**src/rtl/fgate_pkg.sv**
```systemverilog
package fgate_pkg;
   localparam int unsigned REG_W   = 8;
   localparam int unsigned B_READY = 0;
   localparam int unsigned B_MODE  = 1;
   localparam int unsigned B_BLKEW = 2;
   localparam int unsigned B_CRST  = 3;
   localparam int unsigned B_SPARE = 4;
   localparam int unsigned B_AREA  = 5;
   localparam int unsigned B_PFAIL = 6;
   localparam int unsigned B_EFAIL = 7;
   localparam int unsigned N_FLAGS = 2;
   localparam logic [REG_W-1:0] RESET_VAL = 8'h01;
endpackage

```
**src/rtl/fgate_arm_bit.sv**
```systemverilog
// One bit that is set only by a 0-then-1 pair of consecutive writes.
module fgate_arm_bit #(
   parameter bit GATED = 1'b0
) (
   input  logic clk,
   input  logic rst_n,
   input  logic wr_en,
   input  logic wr_bit,
   input  logic allow_i,
   input  logic force_clr_i,
   output logic val_o
);
   logic val_q, primed_q, allow_eff;

   generate
      if (GATED) begin : g_gated
         assign allow_eff = allow_i;
      end else begin : g_free
         logic unused_allow;
         assign unused_allow = allow_i;
         assign allow_eff = 1'b1;
      end
   endgenerate

   always_ff @(posedge clk or negedge rst_n) begin
      if (!rst_n) begin
         val_q    <= 1'b0;
         primed_q <= 1'b0;
      end else if (force_clr_i) begin
         val_q    <= 1'b0;
         primed_q <= 1'b0;
      end else if (wr_en) begin
         if (!allow_eff) begin
            primed_q <= 1'b0;
         end else if (!wr_bit) begin
            val_q    <= 1'b0;
            primed_q <= 1'b1;
         end else begin
            if (primed_q) val_q <= 1'b1;
            primed_q <= 1'b0;
         end
      end
   end

   assign val_o = val_q;

   // a set always follows a primed write of 1
   p_set_needs_prime_r3: assert property (@(posedge clk) disable iff (!rst_n)
      $rose(val_q) |-> $past(wr_en && wr_bit && primed_q && allow_eff));
endmodule

```
**src/rtl/fgate_flag.sv**
```systemverilog
// Sticky failure flag: set by a pulse, cleared when a new operation starts.
module fgate_flag (
   input  logic clk,
   input  logic rst_n,
   input  logic fail_i,
   input  logic start_i,
   output logic flag_o
);
   logic flag_q;

   always_ff @(posedge clk or negedge rst_n) begin
      if (!rst_n)       flag_q <= 1'b0;
      else if (fail_i)  flag_q <= 1'b1;
      else if (start_i) flag_q <= 1'b0;
   end

   assign flag_o = flag_q;

   p_flag_rise_r9: assert property (@(posedge clk) disable iff (!rst_n)
      $rose(flag_q) |-> $past(fail_i));
   p_flag_fall_r9: assert property (@(posedge clk) disable iff (!rst_n)
      $fell(flag_q) |-> $past(start_i));
endmodule

```
**src/rtl/flash_rewrite_gate.sv**
```systemverilog
module flash_rewrite_gate
   import fgate_pkg::*;
#(
   parameter int unsigned DATA_W = 8
) (
   input  logic              clk,
   input  logic              rst_n,
   input  logic              wr_en,
   input  logic [DATA_W-1:0] wr_data,
   output logic [DATA_W-1:0] rd_data,
   input  logic              eng_busy,
   input  logic              eng_prog_fail,
   input  logic              eng_erase_fail,
   input  logic              boot_strap,
   output logic              rw_mode_o,
   output logic              blk_ew_en_o,
   output logic              ctl_rst_o,
   output logic              area_user_o
);
   generate
      if (DATA_W != REG_W) begin : g_bad_width
         $error("flash_rewrite_gate: DATA_W must equal 8");
      end
   endgenerate

   logic mode_q, blk_q, rst_bit_q, area_q, busy_q, ctl_rst_q, mode_clr, op_start;
   logic [N_FLAGS-1:0] fail_in, flag_q;
   logic unused_wr_bits;

   assign unused_wr_bits = ^{wr_data[B_EFAIL], wr_data[B_PFAIL], wr_data[B_SPARE], wr_data[B_READY]};
   assign mode_clr = wr_en && !wr_data[B_MODE];
   assign op_start = eng_busy && !busy_q;

   fgate_arm_bit #(.GATED(1'b0)) u_mode (
      .clk(clk), .rst_n(rst_n), .wr_en(wr_en), .wr_bit(wr_data[B_MODE]),
      .allow_i(1'b1), .force_clr_i(1'b0), .val_o(mode_q));

   fgate_arm_bit #(.GATED(1'b1)) u_blkew (
      .clk(clk), .rst_n(rst_n), .wr_en(wr_en), .wr_bit(wr_data[B_BLKEW]),
      .allow_i(mode_q), .force_clr_i(mode_clr), .val_o(blk_q));

   always_ff @(posedge clk or negedge rst_n) begin
      if (!rst_n) begin
         rst_bit_q <= 1'b0;
         area_q    <= 1'b0;
         busy_q    <= 1'b0;
         ctl_rst_q <= 1'b0;
      end else begin
         busy_q    <= eng_busy;
         ctl_rst_q <= rst_bit_q && mode_q;
         if (wr_en) area_q <= wr_data[B_AREA];
         if (mode_clr)             rst_bit_q <= 1'b0;
         else if (wr_en && mode_q) rst_bit_q <= wr_data[B_CRST];
      end
   end

   assign fail_in = {eng_erase_fail, eng_prog_fail};

   generate
      for (genvar i = 0; i < N_FLAGS; i++) begin : g_flag
         fgate_flag u_flag (
            .clk(clk), .rst_n(rst_n), .fail_i(fail_in[i]),
            .start_i(op_start), .flag_o(flag_q[i]));
      end
   endgenerate

   always_comb begin
      rd_data          = '0;
      rd_data[B_READY] = !busy_q;
      rd_data[B_MODE]  = mode_q;
      rd_data[B_BLKEW] = blk_q;
      rd_data[B_CRST]  = rst_bit_q;
      rd_data[B_AREA]  = area_q;
      rd_data[B_PFAIL] = flag_q[0];
      rd_data[B_EFAIL] = flag_q[1];
   end

   assign rw_mode_o   = mode_q;
   assign blk_ew_en_o = blk_q;
   assign ctl_rst_o   = ctl_rst_q;
   assign area_user_o = boot_strap ? area_q : 1'b1;

   p_ew_under_mode_r4: assert property (@(posedge clk) disable iff (!rst_n)
      blk_q |-> mode_q);
   p_rst_out_r5: assert property (@(posedge clk) disable iff (!rst_n)
      ctl_rst_o |-> $past(rst_bit_q && mode_q));
   p_mode_drop_r6: assert property (@(posedge clk) disable iff (!rst_n)
      $fell(mode_q) |-> (!blk_q && !rst_bit_q));
endmodule

```
**config.mk**
```make
export PLATFORM = sky130hd
export DESIGN_NAME = flash_rewrite_gate
export DESIGN_NICKNAME = d
export VERILOG_FILES = /design/src/rtl/fgate_pkg.sv /design/src/rtl/fgate_arm_bit.sv /design/src/rtl/fgate_flag.sv /design/src/rtl/flash_rewrite_gate.sv
export SDC_FILE = /design/constraint.sdc
export NUM_CORES = 1
export LEC_CHECK = 0
export CORE_AREA = 2 2 39 41
export DETAILED_ROUTE_END_ITERATION = 7
export DIE_AREA = 0 0 41 43
export DONT_BUFFER_PORTS = 1
export PLACE_DENSITY_LB_ADDON = 0.15
export RECOVER_POWER = 50
export SYNTH_ARGS = -nofsm -noshare
export SYNTH_HDL_FRONTEND = slang
export SYNTH_HIERARCHICAL = 1
export SYNTH_SLANG_ARGS = --single-unit
```
**constraint.sdc**
```tcl
create_clock -name clk -period 2.5 [get_ports clk]
set_clock_uncertainty 0.15 [all_clocks]
set_input_delay 0.375 -clock clk [delete_from_list [all_inputs] [get_ports clk]]
set_output_delay 0.375 -clock clk [all_outputs]
set_load 0.005 [all_outputs]
```
==> results.py, run 1 <==
metrics = {
    "critical_path": {
        "setup.worst_path.start_class": "flop",
        "rrSetupSlack_ns": 1.33,
        "cp.required_ns": 1.98,
        "r2r-start": "u_mode/val_o",
        "cp_max_fo": 3,
        "cp_cell_sequence": "nand2b_1",
        "r2r-end": "u_blkew/val_o",
        "startpoint": "area_q",
        "setup.worst_path.end_class": "output port",
        "critPathMaxStageDelay_ns": 0.40,
        "worstSetupPathType": "flop to output port",
        "cpMaxStageDelayCell": "dfrtp_1",
        "worst-path-buf-inv": 0,
        "cp_top_family": "flip-flops",
        "arrival_ns": 0.82,
        "r2r_cells": 2,
    },
    "global_routing": {
        "grt-ovfl-total": 0,
        "grt_max_degree": 12,
        "first_global_vias": 261,
        "grtUsageTotal_pct": 10.1,
        "antenna_found_initial": 0,
        "grt_pass1_wl_um": 1130,
    },
    "sta": {
        "setup_violations": 0,
        "finalMaxSlewViolations": 0,
        "tns_ns": 0,
        "final.period_utilization_pct": 53.7,
        "rsz0062_at_grt": "false",
        "max_freq_ghz": 0.744,
        "fin_crit_ns": 1.34,
        "finalHoldViolations": 0,
    },
    "finish": {
        "synthToLayoutAreaGrowth_pct": 6.48,
        "final.fill_count": 150,
        "drive_above_1_share_pct": 7.14,
        "fin_nets": 59,
        "num_antenna_cells": 0,
    },
    "status": {
        "status": "finished, final reports clean",
    },
    "detailed_routing": {
        "vias": 270,
        "drc": 0,
        "viasPerCell": 4.66,
        "wl_per_cell_um": 12.7,
        "drtPass1Iterations": 3,
        "drt_iter0_drc": 3,
        "postRouteAntennaNets": 0,
        "drt-total-wl_um": 739,
    },
    "synth": {
        "ys_warn_count": 6,
        "avgSynthCellArea_um2": 11.1,
        "netlist_instances": 40,
        "syn_area_um2": 444,
    },
    "cts": {
        "clkLatencyLatePin_ns": 0.25,
        "cts_buffers": 3,
        "clkTransAtPathRegs_ns": 0.06,
        "ctsHoldBuffers": 2,
        "cts_root_buffer": "clkbuf_4",
        "clock_path_buffers": 2,
        "cts_tree": "built",
        "cts_max_level": 1,
        "cts_resized": 0,
        "post_cts_buffers": 0,
        "numClockSinks": 10,
    },
    "placement": {
        "port_buffers": 0,
        "place_hpwl_um": 565,
        "place.gp.congestion": 0.619,
    },
    "floorplan": {
        "die-area_um2": 1760,
        "io_pins": 27,
        "initial_core_util_pct": 32.1,
        "die_w_um": 41,
        "die_height_um": 43,
        "num_rows": 14,
        "core_um2": 1380,
    },
    "hold_path": {
        "hold_start": "wr_en",
        "holdPathStages": 1,
        "min_to": "u_mode/primed_q",
        "hp-class": "primary input to flop",
    },
    "power_and_ir_drop": {
        "p_per_area_nw_per_um2": 653,
        "p_leak_nw": 0.216,
        "power_w": 0.000309,
        "ir_drop_mv": 0.260,
    },
    "flow_run": {
        "maxCapViolCount": 0,
    },
}
metrics by stage:
| stage | setup WS, ns | hold WS (ns) | area [µm²] | instances | util [%] |
|---|---|---|---|---|---|
| 4_1_cts | 1.13 | 0.0393 | 477 | 58 | 34.4 |
| 3_5_place_dp | 1.32 | -0.0703 | 434 | 53 | 31.4 |
| 6_report | 1.16 | 0.0521 | 473 | 58 | 34.2 |
| 3_3_place_gp | 1.34 | -0.0703 | 434 | 53 | 31.4 |
| 5_1_grt | 1.09 | 0.0360 | 473 | 58 | 34.2 |
| 2_1_floorplan | 1.40 | -0.0706 | 452 | 42 | - |
worst max path at each step:
stage                               end  slack [ns]  cells after the start
final                       area_user_o        1.16                      1
after detailed placement  u_blkew/val_o        1.32                      2
after global placement    u_blkew/val_o        1.34                      2
after CTS                   area_user_o        1.13                      1
after global routing        area_user_o        1.09                      1
after floorplan              rd_data[1]        1.40                      1
cell usage in the layout (no fill, tap or decap), drive strengths merged:
| master | instances |
|---|---|
| a21o | 2 |
| nand2b | 2 |
| nor3 | 1 |
| nand3b | 1 |
| a21oi | 2 |
| inv | 4 |
| dfrtp | 10 |
| and3b | 1 |
| nor2b | 3 |
| a31o | 1 |
| and2 | 1 |
| clkbuf | 3 |
| nand4 | 1 |
| dlygate4sd3 | 2 |
| conb | 3 |
| a211oi | 1 |
| o221ai | 1 |
| nand2 | 1 |
| nor2 | 1 |
| mux2 | 1 |
flip-flops by register name, summed over array words and instances, names as in the netlist:
signal                count
g_flag.u_flag/flag_o      2
busy_q                    1
area_q                    1
u_blkew/primed_q          1
u_mode/primed_q           1
ctl_rst_o                 1
rst_bit_q                 1
u_mode/val_o              1
u_blkew/val_o             1
power breakdown:
part	internal, W	leakage [nW]	switching [W]	total, W
registers	0.000172	0.125	0.00000915	0.000181
clock network	0.0000554	0.0138	0.0000509	0.000106
logic	0.0000115	0.0771	0.0000102	0.0000217
routing by layer:
layer  vias to the layer above  wire [µm]  global-route usage (%)
li1                        130          -                       -
met1                       123        317                    11.6
met2                        17        341                    13.1
met3                         0         80                    7.33
met4                         0          0                    6.00
met5                         -          0                       0
area by class of cell:
| class | instances | area [µm²] | share of cell area (%) |
|---|---|---|---|
| clock buffers | 3 | 22.5 | 4.76 |
| inverters | 4 | 15.0 | 3.17 |
| multi-input cells | 23 | 145 | 30.7 |
| flip-flops and latches | 10 | 250 | 52.9 |
| well taps | 16 | 20.0 | 4.23 |
| repair buffers | 2 | 20.0 | 4.23 |
worst reg2reg max path, stage by stage (launching register included):
cell and delay [ns]:
dfrtp_1 0.49, a31o_1 0.26, and3b_1 0.17
Power figures use the tool's default switching activity.
==> inputs of run 2 (changes only) <==
Clock period 2.5 ns to 1.34 ns, I/O delays scaled along.
==> results.py, run 2 (same netlist as run 1, synthesis figures left out) <==
metrics = {
    "detailed_routing": {
        "met2_length_um": 401,
        "drtPass1Iterations": 4,
        "routed.top_layer": "met3",
        "drt-total-wl_um": 832,
        "wl_met3_um": 71,
        "drc": 0,
        "postRouteAntennaNets": 0,
        "drt_iter0_drc": 4,
        "viasPerCell": 4.58,
        "wl_per_cell_um": 12.6,
        "vias": 302,
        "wl_met1_um": 359,
    },
    "sta": {
        "setup_ws_ns": 0.0720,
        "final.period_utilization_pct": 94.6,
        "setup_violations": 0,
        "fin_crit_ns": 1.27,
        "finalMaxSlewViolations": 0,
        "rsz0062_at_grt": "false",
        "finalHoldViolations": 0,
        "tns_ns": 0,
        "max_freq_ghz": 0.789,
    },
    "placement": {
        "place.gp.congestion": 0.658,
        "place_hpwl_um": 585,
        "port_buffers": 0,
        "dp_slack_ns": 0.312,
    },
    "power_and_ir_drop": {
        "p_clk_share_pct": 33.2,
        "p_leak_nw": 0.255,
        "swShare_pct": 23.7,
        "combPwrFrac_pct": 11.4,
        "p_int_w": 0.000463,
        "p_per_area_nw_per_um2": 1090,
        "ir_drop_mv": 0.403,
        "seqPwrFrac_pct": 55.4,
        "power_w": 0.000606,
        "switching_power_w": 0.000144,
    },
    "finish": {
        "layout_common_cells": "dfrtp_1, dlygate4sd3_1, inv_1",
        "fin_nets": 67,
        "seqCellArea_um2": 250,
        "largest_reg_flops": 2,
        "final.fill_count": 147,
        "multiInputGateArea_um2": 149,
        "num_antenna_cells": 0,
        "final_common_cell": "dfrtp_1",
        "synthToLayoutAreaGrowth_pct": 24.8,
        "drive_above_1_share_pct": 10.0,
    },
    "cts": {
        "clock_path_buffers": 2,
        "clkLatencyLatePin_ns": 0.25,
        "cts_max_level": 1,
        "cts_root_buffer": "clkbuf_4",
        "cts_tree": "built",
        "cts_buffers": 3,
        "post_cts_buffers": 0,
        "clkTransAtPathRegs_ns": 0.06,
        "numClockSinks": 10,
    },
    "hold_path": {
        "hp-class": "primary input to flop",
        "hold_start": "wr_en",
        "min_to": "u_blkew/primed_q",
        "holdPathStages": 2,
    },
    "global_routing": {
        "grt_pass1_wl_um": 1300,
        "grt-ovfl-total": 0,
        "grt_max_degree": 11,
        "first_global_vias": 326,
        "grtUsageTotal_pct": 11.2,
        "antenna_found_initial": 0,
    },
    "floorplan": {
        "die_height_um": 43,
        "io_pins": 27,
        "initial_core_util_pct": 32.1,
        "core_um2": 1380,
        "die-area_um2": 1760,
        "num_rows": 14,
        "die_w_um": 41,
    },
    "critical_path": {
        "r2r-end": "rst_bit_q",
        "worst-path-buf-inv": 1,
        "cpMaxStageDelayCell": "dlygate4sd3_1",
        "r2r_cells": 3,
        "cp_max_fo": 9,
        "rrSetupSlack_ns": 0.30,
        "setup.worst_path.start_class": "primary input",
        "setup.worst_path.end_class": "flop",
        "r2r-start": "u_mode/val_o",
        "cp.required_ns": 1.33,
        "worstSetupPathType": "primary input to flop",
        "arrival_ns": 1.26,
        "cp_top_family": "buffers and inverters",
        "critPathMaxStageDelay_ns": 0.73,
        "cp_cell_sequence": "dlygate4sd3_1, mux2_4",
    },
    "flow_run": {
        "maxCapViolCount": 0,
    },
    "status": {
        "status": "finished, final reports clean",
    },
}
run 2: changes by cell type in the layout (fill, tap and decap cells not counted):
cell and change:
dlygate4sd3_1 +7, buf_4 +1, mux2_1 -1, mux2_4 +1
run 2: worst max path at each step:
| stage | from | endpoint | slack [ns] | depth (start not counted) |
|---|---|---|---|---|
| after floorplan | u_mode/val_o | u_blkew/val_o | 0.27 | 2 |
| after global placement | u_blkew/val_o | u_blkew/val_o | 0.32 | 2 |
| after detailed placement | u_mode/val_o | rst_bit_q | 0.31 | 3 |
| after CTS | wr_en | area_q | 0.09 | 2 |
| after global routing | wr_en | u_blkew/val_o | 0.04 | 3 |
| final | wr_en | area_q | 0.07 | 2 |
run 2: cell type report:
cell class	count	share of cell area, %
timing repair buffer	10	17.6
inverter	4	2.71
sequential	10	45.1
multi-input combinational	23	26.9
clock buffer	3	4.06
tap	16	3.61
run 2: power by group through the flow:
stage	Sequential [W]	Combinational [W]	Clock, W
2_1_floorplan	0.000338	0.0000477	0
3_3_place_gp	0.000342	0.0000361	0
4_1_cts	0.000337	0.0000699	0.000210
3_5_place_dp	0.000343	0.0000377	0
5_1_grt	0.000340	0.0000768	0.000231
6_report	0.000336	0.0000692	0.000201
run 2: per-stage QoR:
step           utilization (%)  hold slack [ns]  cell area (µm²)  std cells
2_1_floorplan                -           -0.245              452         42
3_3_place_gp              31.9           -0.244              442         54
6_report                  40.1           0.0321              554         66
3_5_place_dp              31.9           -0.244              442         54
5_1_grt                   40.1           0.0515              554         66
4_1_cts                   40.1           0.0218              554         66
run 2: timing repair:
action / 4_1_cts / 5_1_grt
hold endpoints to repair: 18 / 0
setup endpoints to repair: 0 / 0
hold buffers: 9 / 0
gates resized for setup: 0 / 0
run 2: layer usage:
metal  up-vias  GRT usage, %
met3         0          5.24
met5         -             0
li1        146             -
met2        15          16.3
met1       141          13.2
met4         0          6.00
